==> config.mk <==
export PLATFORM = sky130hd
export DESIGN_NAME = jtag_loopback_selftest
export DESIGN_NICKNAME = d
export VERILOG_FILES = /design/src/rtl/lb_pkg.sv /design/src/rtl/lb_pattern_check.sv /design/src/rtl/lb_sense_sync.sv /design/src/rtl/lb_return_pack.sv /design/src/rtl/jtag_loopback_selftest.sv
export SDC_FILE = /design/constraint.sdc
export NUM_CORES = 1
export LEC_CHECK = 0
export BUFFER_PORTS_ARGS = -buffer_cell sky130_fd_sc_hd__clkbuf_2
export CAP_MARGIN = 20
export CORE_AREA = 2 2 39 41
export CTS_BUF_LIST = sky130_fd_sc_hd__clkbuf_2 sky130_fd_sc_hd__clkbuf_4 sky130_fd_sc_hd__clkbuf_8
export DETAILED_ROUTE_END_ITERATION = 7
export DIE_AREA = 0 0 41 43
export GPL_TIMING_DRIVEN = 0
export PLACE_DENSITY = 0.59
export SYNTH_ARGS = -nofsm -noshare
export SYNTH_HDL_FRONTEND = slang
export SYNTH_SLANG_ARGS = --single-unit
export TNS_END_PERCENT = 30
==> constraint.sdc <==
create_clock -name clk -period 1.2 [get_ports clk]
set_input_delay 0.18 -clock clk [delete_from_list [all_inputs] [get_ports clk]]
set_output_delay 0.18 -clock clk [all_outputs]
set_load 0.01 [all_outputs]
==> src/rtl/lb_pkg.sv <==
package lb_pkg;
    localparam int unsigned LB_NIB_W  = 4;
    localparam int unsigned LB_BYTE_W = 2 * LB_NIB_W;

    typedef logic [LB_NIB_W-1:0]  lb_nib_t;
    typedef logic [LB_BYTE_W-1:0] lb_byte_t;

    // One synchronized sample: sensed pins plus the nibble-disagreement flag
    typedef struct packed {
        logic    fault;
        lb_nib_t pins;
    } lb_sample_t;

    function automatic lb_nib_t lb_hi(input lb_byte_t b);
        return b[LB_BYTE_W-1:LB_NIB_W];
    endfunction

    function automatic lb_nib_t lb_lo(input lb_byte_t b);
        return b[LB_NIB_W-1:0];
    endfunction

    function automatic lb_byte_t lb_dup(input lb_nib_t n);
        return {n, n};
    endfunction
endpackage

==> src/rtl/lb_pattern_check.sv <==
module lb_pattern_check
    import lb_pkg::*;
(
    input  lb_byte_t host_byte,
    output lb_nib_t  drive,
    output logic     fault
);
    always_comb begin
        fault = (lb_hi(host_byte) != lb_lo(host_byte));
        drive = fault ? '0 : lb_lo(host_byte);
    end
endmodule

==> src/rtl/lb_sense_sync.sv <==
module lb_sense_sync
    import lb_pkg::*;
#(
    parameter int unsigned STAGES = 2
) (
    input  logic       clk,
    input  logic       rst,
    input  lb_sample_t d,
    output lb_sample_t q
);
    generate
        if (STAGES == 0) begin : g_bypass
            assign q = d;
        end else begin : g_chain
            lb_sample_t stage_q [STAGES];
            always_ff @(posedge clk) begin
                if (rst) begin
                    for (int i = 0; i < int'(STAGES); i++) stage_q[i] <= '0;
                end else begin
                    stage_q[0] <= d;
                    for (int i = 1; i < int'(STAGES); i++) stage_q[i] <= stage_q[i-1];
                end
            end
            assign q = stage_q[STAGES-1];
        end
    endgenerate
endmodule

==> src/rtl/lb_return_pack.sv <==
module lb_return_pack
    import lb_pkg::*;
(
    input  lb_sample_t smp,
    output lb_byte_t   ret
);
    always_comb begin
        ret = smp.fault ? '0 : lb_dup(smp.pins);
    end
endmodule

==> src/rtl/jtag_loopback_selftest.sv <==
module jtag_loopback_selftest
    import lb_pkg::*;
#(
    parameter int unsigned SYNC_STAGES = 2
) (
    input  logic       clk,
    input  logic       rst,
    input  logic [7:0] host_byte_i,
    output logic [3:0] hdr_drive_o,
    input  logic [3:0] hdr_sense_i,
    output logic [7:0] host_ret_o
);
    logic       nib_fault;
    lb_sample_t raw_smp;
    lb_sample_t sync_smp;

    lb_pattern_check u_check (
        .host_byte (host_byte_i),
        .drive     (hdr_drive_o),
        .fault     (nib_fault)
    );

    assign raw_smp.fault = nib_fault;
    assign raw_smp.pins  = hdr_sense_i;

    lb_sense_sync #(.STAGES(SYNC_STAGES)) u_sync (
        .clk (clk),
        .rst (rst),
        .d   (raw_smp),
        .q   (sync_smp)
    );

    lb_return_pack u_pack (
        .smp (sync_smp),
        .ret (host_ret_o)
    );

    // Header-side checks
    AST_DRIVE_FOLLOWS: assert property (@(posedge clk) disable iff (rst)
        (host_byte_i[7:4] == host_byte_i[3:0]) |-> (hdr_drive_o == host_byte_i[3:0]));
    AST_DRIVE_QUIET: assert property (@(posedge clk) disable iff (rst)
        (host_byte_i[7:4] != host_byte_i[3:0]) |-> (hdr_drive_o == 4'h0));
    AST_RET_TWIN: assert property (@(posedge clk) disable iff (rst)
        host_ret_o[7:4] == host_ret_o[3:0]);
    AST_RESET_ZERO: assert property (@(posedge clk)
        $past(rst) |-> (host_ret_o == 8'h00));

    // Latency checks for the default two-stage path
    generate
        if (SYNC_STAGES == 2) begin : g_lat_chk
            logic [1:0] live_edges;
            always_ff @(posedge clk) begin
                if (rst) live_edges <= '0;
                else if (live_edges != 2'd3) live_edges <= live_edges + 2'd1;
            end
            AST_RET_LATENCY: assert property (@(posedge clk) disable iff (rst)
                (live_edges >= 2'd2 && $past(host_byte_i[7:4], 2) == $past(host_byte_i[3:0], 2))
                |-> (host_ret_o == {$past(hdr_sense_i, 2), $past(hdr_sense_i, 2)}));
            AST_FAULT_ZERO: assert property (@(posedge clk) disable iff (rst)
                (live_edges >= 2'd2 && $past(host_byte_i[7:4], 2) != $past(host_byte_i[3:0], 2))
                |-> (host_ret_o == 8'h00));
        end
    endgenerate
endmodule

==> metrics.txt, run 1 <==
violated checks setup timing; GR met1 Demand/Resource 7.84%; Setup TNS Final -402 ps; gr ovfl total 0; synthesis-stage register bit count 10; number of warnings issued by yosys 0; library cell used as clock root buffer sky130_fd_sc_hd__clkbuf_4; RePlAce Congestion 0.606; antenna viol nets, final 0; TritonCTS clock tree done; startpoint of the most critical register-to-register path u_sync.g_chain.stage_q[0][2]; non-filler instance count after layout 83; global-route met3 utilization 3.14%; arrival time at the worst endpoint 1130 ps; antenna violations before repair 0; Min Hold Slack 136 ps; part of the cycle the worst path needs 109%; vias in the first global route 281; clock sink total 10; Setup-failing EPs final 4; initial core utilization 28.0%; Initial DRT Pass Iterations 1; wire length of the first global-routing pass 966 um; post-detailed-route via-to-cell ratio 4.04; iteration-0 DRC count of the detailed router 0; final design utilization 44.9%; distinct cell type count after synthesis 7; final-report hold violation count 0; worst hold path depth 2; Rows 14; P&R area growth vs syn 60.3%; die area 1760 um^2; layer carrying the most global-route usage met2; final layout net count 83; Worst IR Drop VDD 486 uV; latest clock arrival within the worst-skew pair 250 ps; max_cap viols 0; startpoint types primary input; Reg2Reg Depth 1; Placed Cells incl. Taps 78; CTS H-tree lvls 1; Core Box Area 1380 um^2; RR Endpoint u_sync.g_chain.stage_q[0][7]; total nets after synthesis 51; residual DRC count 0; Die H 43 um; worst hold start hdr_sense_i[0]; Post-Synthesis Mean Instance Area 10.5 um^2; Worst-path clk slew 60 ps; proportion of layout cells with a drive suffix above 1 65.7%; required arrival time at the worst endpoint 1020 ps; measured slew at the worst slew-check pin 242 ps; Fmax 0.765 GHz; Routed WL per cell 7.27 um; min cycle time layout 1310 ps; worst reg2reg setup slack 680 ps; WS Path Type primary input to output pin; most area-consuming cells after synthesis sky130_fd_sc_hd__dfxtp_1, sky130_fd_sc_hd__nor2b_1, sky130_fd_sc_hd__xor2_1; tightest slew margin relative to the limit 83.7%; final max-slew violation count 0; I/O pin total 26; number of buffers inserted during clock tree synthesis 3; largest reg by FF count u_sync.g_chain.stage_q; endpoint with the worst hold slack u_sync.g_chain.stage_q[0][0]; unrepaired setup endpoints after global routing true; Final Power 0.666 mW; critical path endpoint category output pin; Hold Crit Class primary input to flop; outcome complete, but fails checks; synthesized instance count 37; Power Dens Cells 1070 nW/um^2; number of buffers on the longest clock path 2; maximum number of pins on one net before global-route repair 11; max reg flops 10; post-route worst setup slack -108 ps; top fanout value on the critical path 3; cell taking the most area after synthesis sky130_fd_sc_hd__dfxtp_1; number of buffer cells added on primary ports 25; Total Routed Length 603 um; leakage power total 0.315 nW; width of the die 41 um; detailed placer's ending HPWL 469 um; routed vias 335; GRT Util Overall 9.08%; filler cell count 142; antenna diode instance count 0; largest registers u_sync.g_chain.stage_q x10; global routing usage on met2 13.1%; Synth top area share 51.6%; setup skew after layout 1.28 ps; netlist area before placement 388 um^2; sequential area share after synthesis 51.6%
Yosys cell counts:
master,count
sky130_fd_sc_hd__nor2b_1,13
sky130_fd_sc_hd__nor2_1,1
sky130_fd_sc_hd__xor2_1,4
sky130_fd_sc_hd__and2_1,4
sky130_fd_sc_hd__nor4_2,1
sky130_fd_sc_hd__dfxtp_1,10
sky130_fd_sc_hd__buf_4,4
layout make-up:
type                       instances  area, um^2  area share, %
sequential                        10         201           32.4
multi-input combinational         23         183           29.4
timing repair buffer              27         165           26.6
buffer                             4        30.0           4.83
clock buffer                       3        22.5           3.62
tap                               16        20.0           3.22
repair_timing:
action | in CTS | in global routing
gates cloned | 0 | 0
pin swaps | 4 | 4
hold buffers | 0 | 0
resized for setup | 1 | 17
setup buffers | 2 | 0
setup endpoints to repair | 4 | 8
worst max path at each step:
| stage | cells past startpoint | slack [ps] | end | start |
|---|---|---|---|---|
| final | 6 | -110 | hdr_drive_o[1] | host_byte_i[4] |
| after floorplan | 3 | 130 | hdr_drive_o[0] | host_byte_i[0] |
| after detailed placement | 5 | -170 | hdr_drive_o[2] | host_byte_i[0] |
| after global placement | 5 | -140 | hdr_drive_o[1] | host_byte_i[0] |
| after global routing | 6 | -160 | hdr_drive_o[1] | host_byte_i[4] |
| after CTS | 6 | -110 | hdr_drive_o[3] | host_byte_i[6] |
where the power goes:
part / internal (mW) / switching [mW]
Sequential: 0.350 / 0.00566
Combinational: 0.0627 / 0.0416
Clock: 0.115 / 0.0916
Total: 0.527 / 0.139
kinds of logic (layout without fill, tap and decap cells):
| family | after synthesis | in the layout | share of synthesized area (%) |
|---|---|---|---|
| buffers and inverters | 4 | 34 | 7.74 |
| AND/OR/NAND/NOR | 19 | 19 | 31.6 |
| flip-flops | 10 | 10 | 51.6 |
| XOR/XNOR | 4 | 4 | 9.03 |
cells in the final DEF (no fill, tap or decap):
cell type                  netlist  final
sky130_fd_sc_hd__xor2_1          4      3
sky130_fd_sc_hd__and2_1          4      1
sky130_fd_sc_hd__nor2_1          1      1
sky130_fd_sc_hd__buf_2           0      1
sky130_fd_sc_hd__nor2b_1        13      9
sky130_fd_sc_hd__nor4_2          1      1
sky130_fd_sc_hd__buf_6           0      4
sky130_fd_sc_hd__clkbuf_2        0     20
sky130_fd_sc_hd__dfxtp_2         0      1
sky130_fd_sc_hd__xor2_2          0      1
sky130_fd_sc_hd__nor2b_2         0      4
sky130_fd_sc_hd__buf_4           4      6
sky130_fd_sc_hd__dfxtp_1        10      9
sky130_fd_sc_hd__clkbuf_4        0      3
sky130_fd_sc_hd__and2_4          0      3
per-layer routing:
layer  wire length (um)  vias to the layer above
met5                  0                        -
met2                299                       23
met1                206                      139
met3                 73                        2
met4                 22                        0
li1                   -                      171
through the flow:
| stage | cell area, um^2 | setup slack [ps] |
|---|---|---|
| 4_1_cts | 573 | -107 |
| 3_3_place_gp | 533 | -137 |
| 5_1_grt | 622 | -159 |
| 6_report | 622 | -108 |
| 3_5_place_dp | 533 | -172 |
| 2_1_floorplan | 388 | 126 |
worst max-delay path: stages:
cell and delay [ps]:
sky130_fd_sc_hd__buf_6 100, sky130_fd_sc_hd__xor2_2 160, sky130_fd_sc_hd__nor4_2 300, sky130_fd_sc_hd__buf_4 160, sky130_fd_sc_hd__and2_1 110, sky130_fd_sc_hd__buf_2 120
(Power assumes the default switching activity.)
==> inputs of run 2 (changes only) <==
--- a/config.mk
+++ b/config.mk
@@ -5,6 +5,7 @@
 export SDC_FILE = /design/constraint.sdc
 export NUM_CORES = 1
 export LEC_CHECK = 0
+export ABC_AREA = 1
 export BUFFER_PORTS_ARGS = -buffer_cell sky130_fd_sc_hd__clkbuf_2
 export CAP_MARGIN = 20
 export CORE_AREA = 2 2 39 41
@@ -12,7 +13,7 @@
 export DETAILED_ROUTE_END_ITERATION = 7
 export DIE_AREA = 0 0 41 43
 export GPL_TIMING_DRIVEN = 0
-export PLACE_DENSITY = 0.59
+export PLACE_DENSITY = 0.64
 export SYNTH_ARGS = -nofsm -noshare
 export SYNTH_HDL_FRONTEND = slang
 export SYNTH_SLANG_ARGS = --single-unit
==> metrics.txt, run 2 <==
most used cells in the layout excluding fill and tap cells sky130_fd_sc_hd__clkbuf_2, sky130_fd_sc_hd__inv_1, sky130_fd_sc_hd__nor2_1, sky130_fd_sc_hd__nand2_1, sky130_fd_sc_hd__dfxtp_1; worst hold path depth 3; routed vias 422; required arrival time at the worst endpoint 1020 ps; WS Path Type flop to output pin; synthesized instance count 69; net switching power 0.170 mW; largest registers u_sync.g_chain.stage_q x10; flip-flop and latch area 201 um^2; Seq pwr share 47.3%; Worst IR Drop VDD 618 uV; multiplexer fraction of the synthesized cell area 0%; Setup TNS Final 0 ps; cell taking the most area after synthesis sky130_fd_sc_hd__dfxtp_1; library cell used as clock root buffer sky130_fd_sc_hd__clkbuf_4; number of buffers on the longest clock path 2; largest reg by FF count u_sync.g_chain.stage_q; max reg flops 10; number of warnings issued by yosys 0; iteration-0 DRC count of the detailed router 4; part of the cycle the worst path needs 95.0%; Total Routed Length 651 um; outcome finished, final reports clean; number of buffer cells added on primary ports 24; gr ovfl total 0; filler cell count 144; RePlAce Congestion 0.608; tightest slew margin relative to the limit 89.0%; Die H 43 um; Worst-path clk slew 60 ps; fraction of registers with async set/reset 0%; Core Box Area 1380 um^2; wire length of the first global-routing pass 1.12 mm; Final Power 0.754 mW; I/O pin total 26; CTS H-tree lvls 1; min cycle time layout 1140 ps; most common cell in the synthesized netlist sky130_fd_sc_hd__inv_1; Hold Crit Class primary input to flop; measured slew at the worst slew-check pin 164 ps; adder-cell share of the synthesized area 0%; Reg2Reg Depth 2; synthesis-stage register bit count 10; distinct cell type count after synthesis 9; Setup-failing EPs final 0; non-filler instance count after layout 113; area of combinational cells with multiple inputs 148 um^2; width of the die 41 um; parity-gate share of the synthesized area counting xor and xnor cells 0%; final-report hold violation count 0; Initial DRT Pass Iterations 4; most common flop cell mapped by yosys sky130_fd_sc_hd__dfxtp_1; Fmax 0.877 GHz; Synth top cells by count sky130_fd_sc_hd__inv_1, sky130_fd_sc_hd__nor2_1, sky130_fd_sc_hd__nand2_1; antenna violations before repair 0; quantity of gates resized following cts 0; most frequent standard cell in the layout excluding fill and tap cells sky130_fd_sc_hd__clkbuf_2; antenna viol nets, final 0; sequential area share after synthesis 44.8%; global-route met3 utilization 1.57%; Rows 14; Routed WL per cell 5.76 um; netlist area before placement 447 um^2; detailed placer's ending HPWL 532 um; unrepaired setup endpoints after global routing false; Post-Synthesis Mean Instance Area 6.47 um^2; dominant combinational cell family by area after synthesis simple AND/OR/NAND/NOR gates; EDFF count, synth 0; residual DRC count 0; Synth top area share 44.8%; GRT Util Overall 9.39%; initial core utilization 32.3%; maximum number of pins on one net before global-route repair 11; Post-CTS Hold Buffers 0; vias in the first global route 346; proportion of layout cells with a drive suffix above 1 42.3%; post-detailed-route via-to-cell ratio 3.73; post-CTS setup-driven buffer insertion count 0; number of buffers inserted during clock tree synthesis 3; max_cap viols 0; arrival time at the worst endpoint 960 ps; Synth Area in Compound Gates 1.12%; top fanout value on the critical path 4; startpoint types flop; latest clock arrival within the worst-skew pair 260 ps; Clk pwr share 38.7%; GR met1 Demand/Resource 8.85%; critical path endpoint category output pin; final layout net count 112; TritonCTS clock tree done; simple-gate portion of the synthesized area 28.6%; P&R area growth vs syn 43.1%; Placed Cells incl. Taps 109; global routing usage on met2 15.9%; total nets after synthesis 83; leakage power total 0.401 nW; worst reg2reg setup slack 730 ps; Power Dens Cells 1180 nW/um^2; die area 1760 um^2; setup skew after layout 1.88 ps; final max-slew violation count 0; relative contribution of combinational cells to total power 14.0%; most area-consuming cells after synthesis sky130_fd_sc_hd__dfxtp_1, sky130_fd_sc_hd__inv_1, sky130_fd_sc_hd__nor2_1; clock sink total 10; antenna diode instance count 0; switching power as a share of total power 22.6%; layer carrying the most global-route usage met2; cell-internal power 0.583 mW
run 2: power groups by stage:
stage	Combinational, mW	Sequential (mW)	Clock (mW)
finish	0.105	0.356	0.292
global route	0.123	0.358	0.323
CTS	0.104	0.354	0.302
detailed placement	0.104	0.362	0
global placement	0.101	0.361	0
floorplan	0.0631	0.361	0
run 2: final timing paths:
check	from	endpoint
hold / removal	hdr_sense_i[1]	u_sync.g_chain.stage_q[0][1]
setup / recovery	u_sync.g_chain.stage_q[0][9]	host_ret_o[7]
setup reg to reg	u_sync.g_chain.stage_q[0][4]	u_sync.g_chain.stage_q[0][9]
hold reg to reg	u_sync.g_chain.stage_q[0][4]	u_sync.g_chain.stage_q[0][9]
run 2: stage by stage:
stage	cell area (um^2)	setup WS [ps]	hold slack [ps]	utilization, %
final	639	60.4	108	46.2
after global routing	639	5.62	101	46.2
after CTS	623	26.7	102	45.0
after detailed placement	587	157	380	42.4
after global placement	587	159	371	42.4
after floorplan	447	331	287	-
run 2: worst max-delay path, stage by stage (launching register included):
cell	delay [ps]
sky130_fd_sc_hd__dfxtp_2	350
sky130_fd_sc_hd__nor2_2	120
sky130_fd_sc_hd__buf_4	110
sky130_fd_sc_hd__clkbuf_2	120
run 2: kinds of logic (layout without fill, tap and decap cells):
group,after synthesis,count (layout)
buffers and inverters,26,54
DFF,10,10
and+or+nand+nor,32,32
AOI/OAI and AO/OA,1,1
run 2: final cells by class:
type,instances,area share (%)
Buffer,5,5.48
Clock buffer,4,5.68
Inverter,21,12.3
Multi-Input combinational cell,33,23.1
Sequential cell,10,31.5
Tap cell,16,3.13
Timing Repair Buffer,24,18.8
run 2: layer usage:
layer	share of wire [%]	vias up	wire length, um
li1	-	237	-
met1	41	163	267
met2	48	20	313
met3	9.4	2	61
met4	1.2	0	8
met5	0	-	0
==> inputs of run 3 (changes only) <==
--- a/config.mk
+++ b/config.mk
@@ -12,7 +12,6 @@
 export CTS_BUF_LIST = sky130_fd_sc_hd__clkbuf_2 sky130_fd_sc_hd__clkbuf_4 sky130_fd_sc_hd__clkbuf_8
 export DETAILED_ROUTE_END_ITERATION = 7
 export DIE_AREA = 0 0 41 43
-export GPL_TIMING_DRIVEN = 0
 export PLACE_DENSITY = 0.64
 export SYNTH_ARGS = -nofsm -noshare
 export SYNTH_HDL_FRONTEND = slang
==> constraint.sdc (replaced) <==
create_clock -name clk -period 1.2 [get_ports clk]
set_input_delay 0.36 -clock clk [delete_from_list [all_inputs] [get_ports clk]]
set_output_delay 0.36 -clock clk [all_outputs]
set_load 0.01 [all_outputs]
==> metrics.txt, run 3 (synthesized netlist as in run 2, its figures left out) <==
number of buffers inserted during clock tree synthesis 3; Post-CTS Hold Buffers 0; switching power as a share of total power 24.5%; cell occurring most often along the worst timing path sky130_fd_sc_hd__nand2_2; non-filler instance count after layout 115; number of buffer cells added on primary ports 25; net switching power 0.179 mW; Initial DRT Pass Iterations 2; Setup-failing EPs final 7; die area 1760 um^2; max reg flops 10; Total Routed Length 920 um; post-detailed-route via-to-cell ratio 3.97; post-route worst setup slack -176 ps; Worst-path clk slew 60 ps; library cell used as clock root buffer sky130_fd_sc_hd__clkbuf_4; Worst IR Drop VDD 436 uV; largest reg by FF count u_sync.g_chain.stage_q; Setup TNS Final -673 ps; cell-internal power 0.552 mW; routed vias 457; most frequent standard cell in the layout excluding fill and tap cells sky130_fd_sc_hd__inv_1; cell breakdown of the critical path buf_4, nand2_2, nand2_2, nor2_4, nand2_2, nor2_1, buf_2; leakage power total 0.425 nW; top fanout value on the critical path 4; Power Dens Cells 984 nW/um^2; Routed WL per cell 8.00 um; relative contribution of combinational cells to total power 22.3%; latest clock arrival within the worst-skew pair 250 ps; unrepaired setup endpoints after global routing true; outcome complete, but fails checks; Final Power 0.730 mW; measured slew at the worst slew-check pin 189 ps; final design utilization 53.6%; clock sink total 10; antenna violations before repair 0; width of the die 41 um; Clk pwr share 28.9%; violated checks setup timing; Placed Cells incl. Taps 111; P&R area growth vs syn 66.1%; Fmax 0.727 GHz; proportion of layout cells with a drive suffix above 1 63.6%; critical path endpoint category output pin; antenna diode instance count 0; setup skew after layout 4.84 ps; Die H 43 um; max_cap viols 0; CTS H-tree lvls 1; final-report hold violation count 0; residual DRC count 0; number of buffers on the longest clock path 2; vias in the first global route 406; most used cells in the layout excluding fill and tap cells sky130_fd_sc_hd__inv_1, sky130_fd_sc_hd__nand2_2, sky130_fd_sc_hd__nor2_1, sky130_fd_sc_hd__buf_2, sky130_fd_sc_hd__dfxtp_1; Core Box Area 1380 um^2; I/O pin total 26; initial core utilization 32.3%; Seq pwr share 48.8%; Worst Setup Slack post-DPL -215 ps; Hold Crit Class primary input to flop; min cycle time layout 1380 ps; Placed Instance Area 602 um^2; wire length of the first global-routing pass 1.40 mm; Min Hold Slack 290 ps; maximum number of pins on one net before global-route repair 11; gr ovfl total 0; WS Path Type primary input to output pin; required arrival time at the worst endpoint 840 ps; GRT Util Overall 12.2%; detailed placer's ending HPWL 623 um; combined buffer and inverter count along the critical path 2; Rows 14; final layout net count 115; arrival time at the worst endpoint 1020 ps; post-route cell area 742 um^2; TritonCTS clock tree done; final max-slew violation count 0; antenna viol nets, final 0; part of the cycle the worst path needs 115%; top cell family by delay on the critical path simple AND/OR/NAND/NOR gates; Critical Path Slowest Stage Cell sky130_fd_sc_hd__buf_2; RePlAce Congestion 0.597; CP max stage delay 130 ps; startpoint types primary input; largest registers u_sync.g_chain.stage_q x10; tightest slew margin relative to the limit 87.4%; iteration-0 DRC count of the detailed router 3
-- run 3: changes by cell type in the layout (fill, tap and decap cells not counted) --
cell                       change
sky130_fd_sc_hd__nand2_1      -11
sky130_fd_sc_hd__inv_1         -8
sky130_fd_sc_hd__buf_6         +5
sky130_fd_sc_hd__clkbuf_8      -1
sky130_fd_sc_hd__nor2_4        +1
sky130_fd_sc_hd__inv_4         +2
sky130_fd_sc_hd__clkbuf_2     -19
sky130_fd_sc_hd__nor2_1        -1
sky130_fd_sc_hd__nand2_2      +11
sky130_fd_sc_hd__buf_2        +11
sky130_fd_sc_hd__buf_4         +4
sky130_fd_sc_hd__buf_8         +2
sky130_fd_sc_hd__inv_2         +6
-- run 3: worst reg2reg max path: cells and delay by family, from the launching register on --
family	cells	cell delay, ps
AND/OR/NAND/NOR	1	30
buffers and inverters	1	40
flip-flops	1	300
-- run 3: per-layer routing --
metal | up-vias | track usage, % | share of wire [%]
li1 | 244 | - | -
met1 | 195 | 11.7 | 32
met2 | 18 | 19.1 | 62
met3 | 0 | 4.71 | 6.0
met4 | 0 | 10.0 | 0
met5 | - | 0 | 0
-- run 3: power groups by stage --
stage	registers, mW	clock network, mW	logic [mW]
detailed placement	0.362	0	0.116
finish	0.356	0.211	0.163
global placement	0.361	0	0.112
global route	0.358	0.244	0.182
CTS	0.356	0.222	0.118
floorplan	0.361	0	0.0631
-- run 3: repair_timing --
item | in CTS | in global routing
hold endpoints to repair | 0 | 0
setup endpoints to repair | 12 | 12
pin swaps | 1 | 13
gates resized for setup | 6 | 50
buffers inserted | 0 | 1
-- run 3: layout make-up --
| class | instances | area, um^2 |
|---|---|---|
| clock buffer | 3 | 22.5 |
| fill | 141 | 642 |
| multi-input combinational | 33 | 183 |
| sequential | 10 | 201 |
| tap | 16 | 20.0 |
| timing repair buffer | 32 | 231 |
| inverter | 21 | 83.8 |
-- run 3: final timing paths --
path,cells after the start,to,startpoint,slack (ps)
max,7,hdr_drive_o[0],host_byte_i[4],-180
min,3,u_sync.g_chain.stage_q[0][2],hdr_sense_i[2],290
min reg2reg,2,u_sync.g_chain.stage_q[0][9],u_sync.g_chain.stage_q[0][4],400
max reg2reg,2,u_sync.g_chain.stage_q[0][7],u_sync.g_chain.stage_q[0][2],720
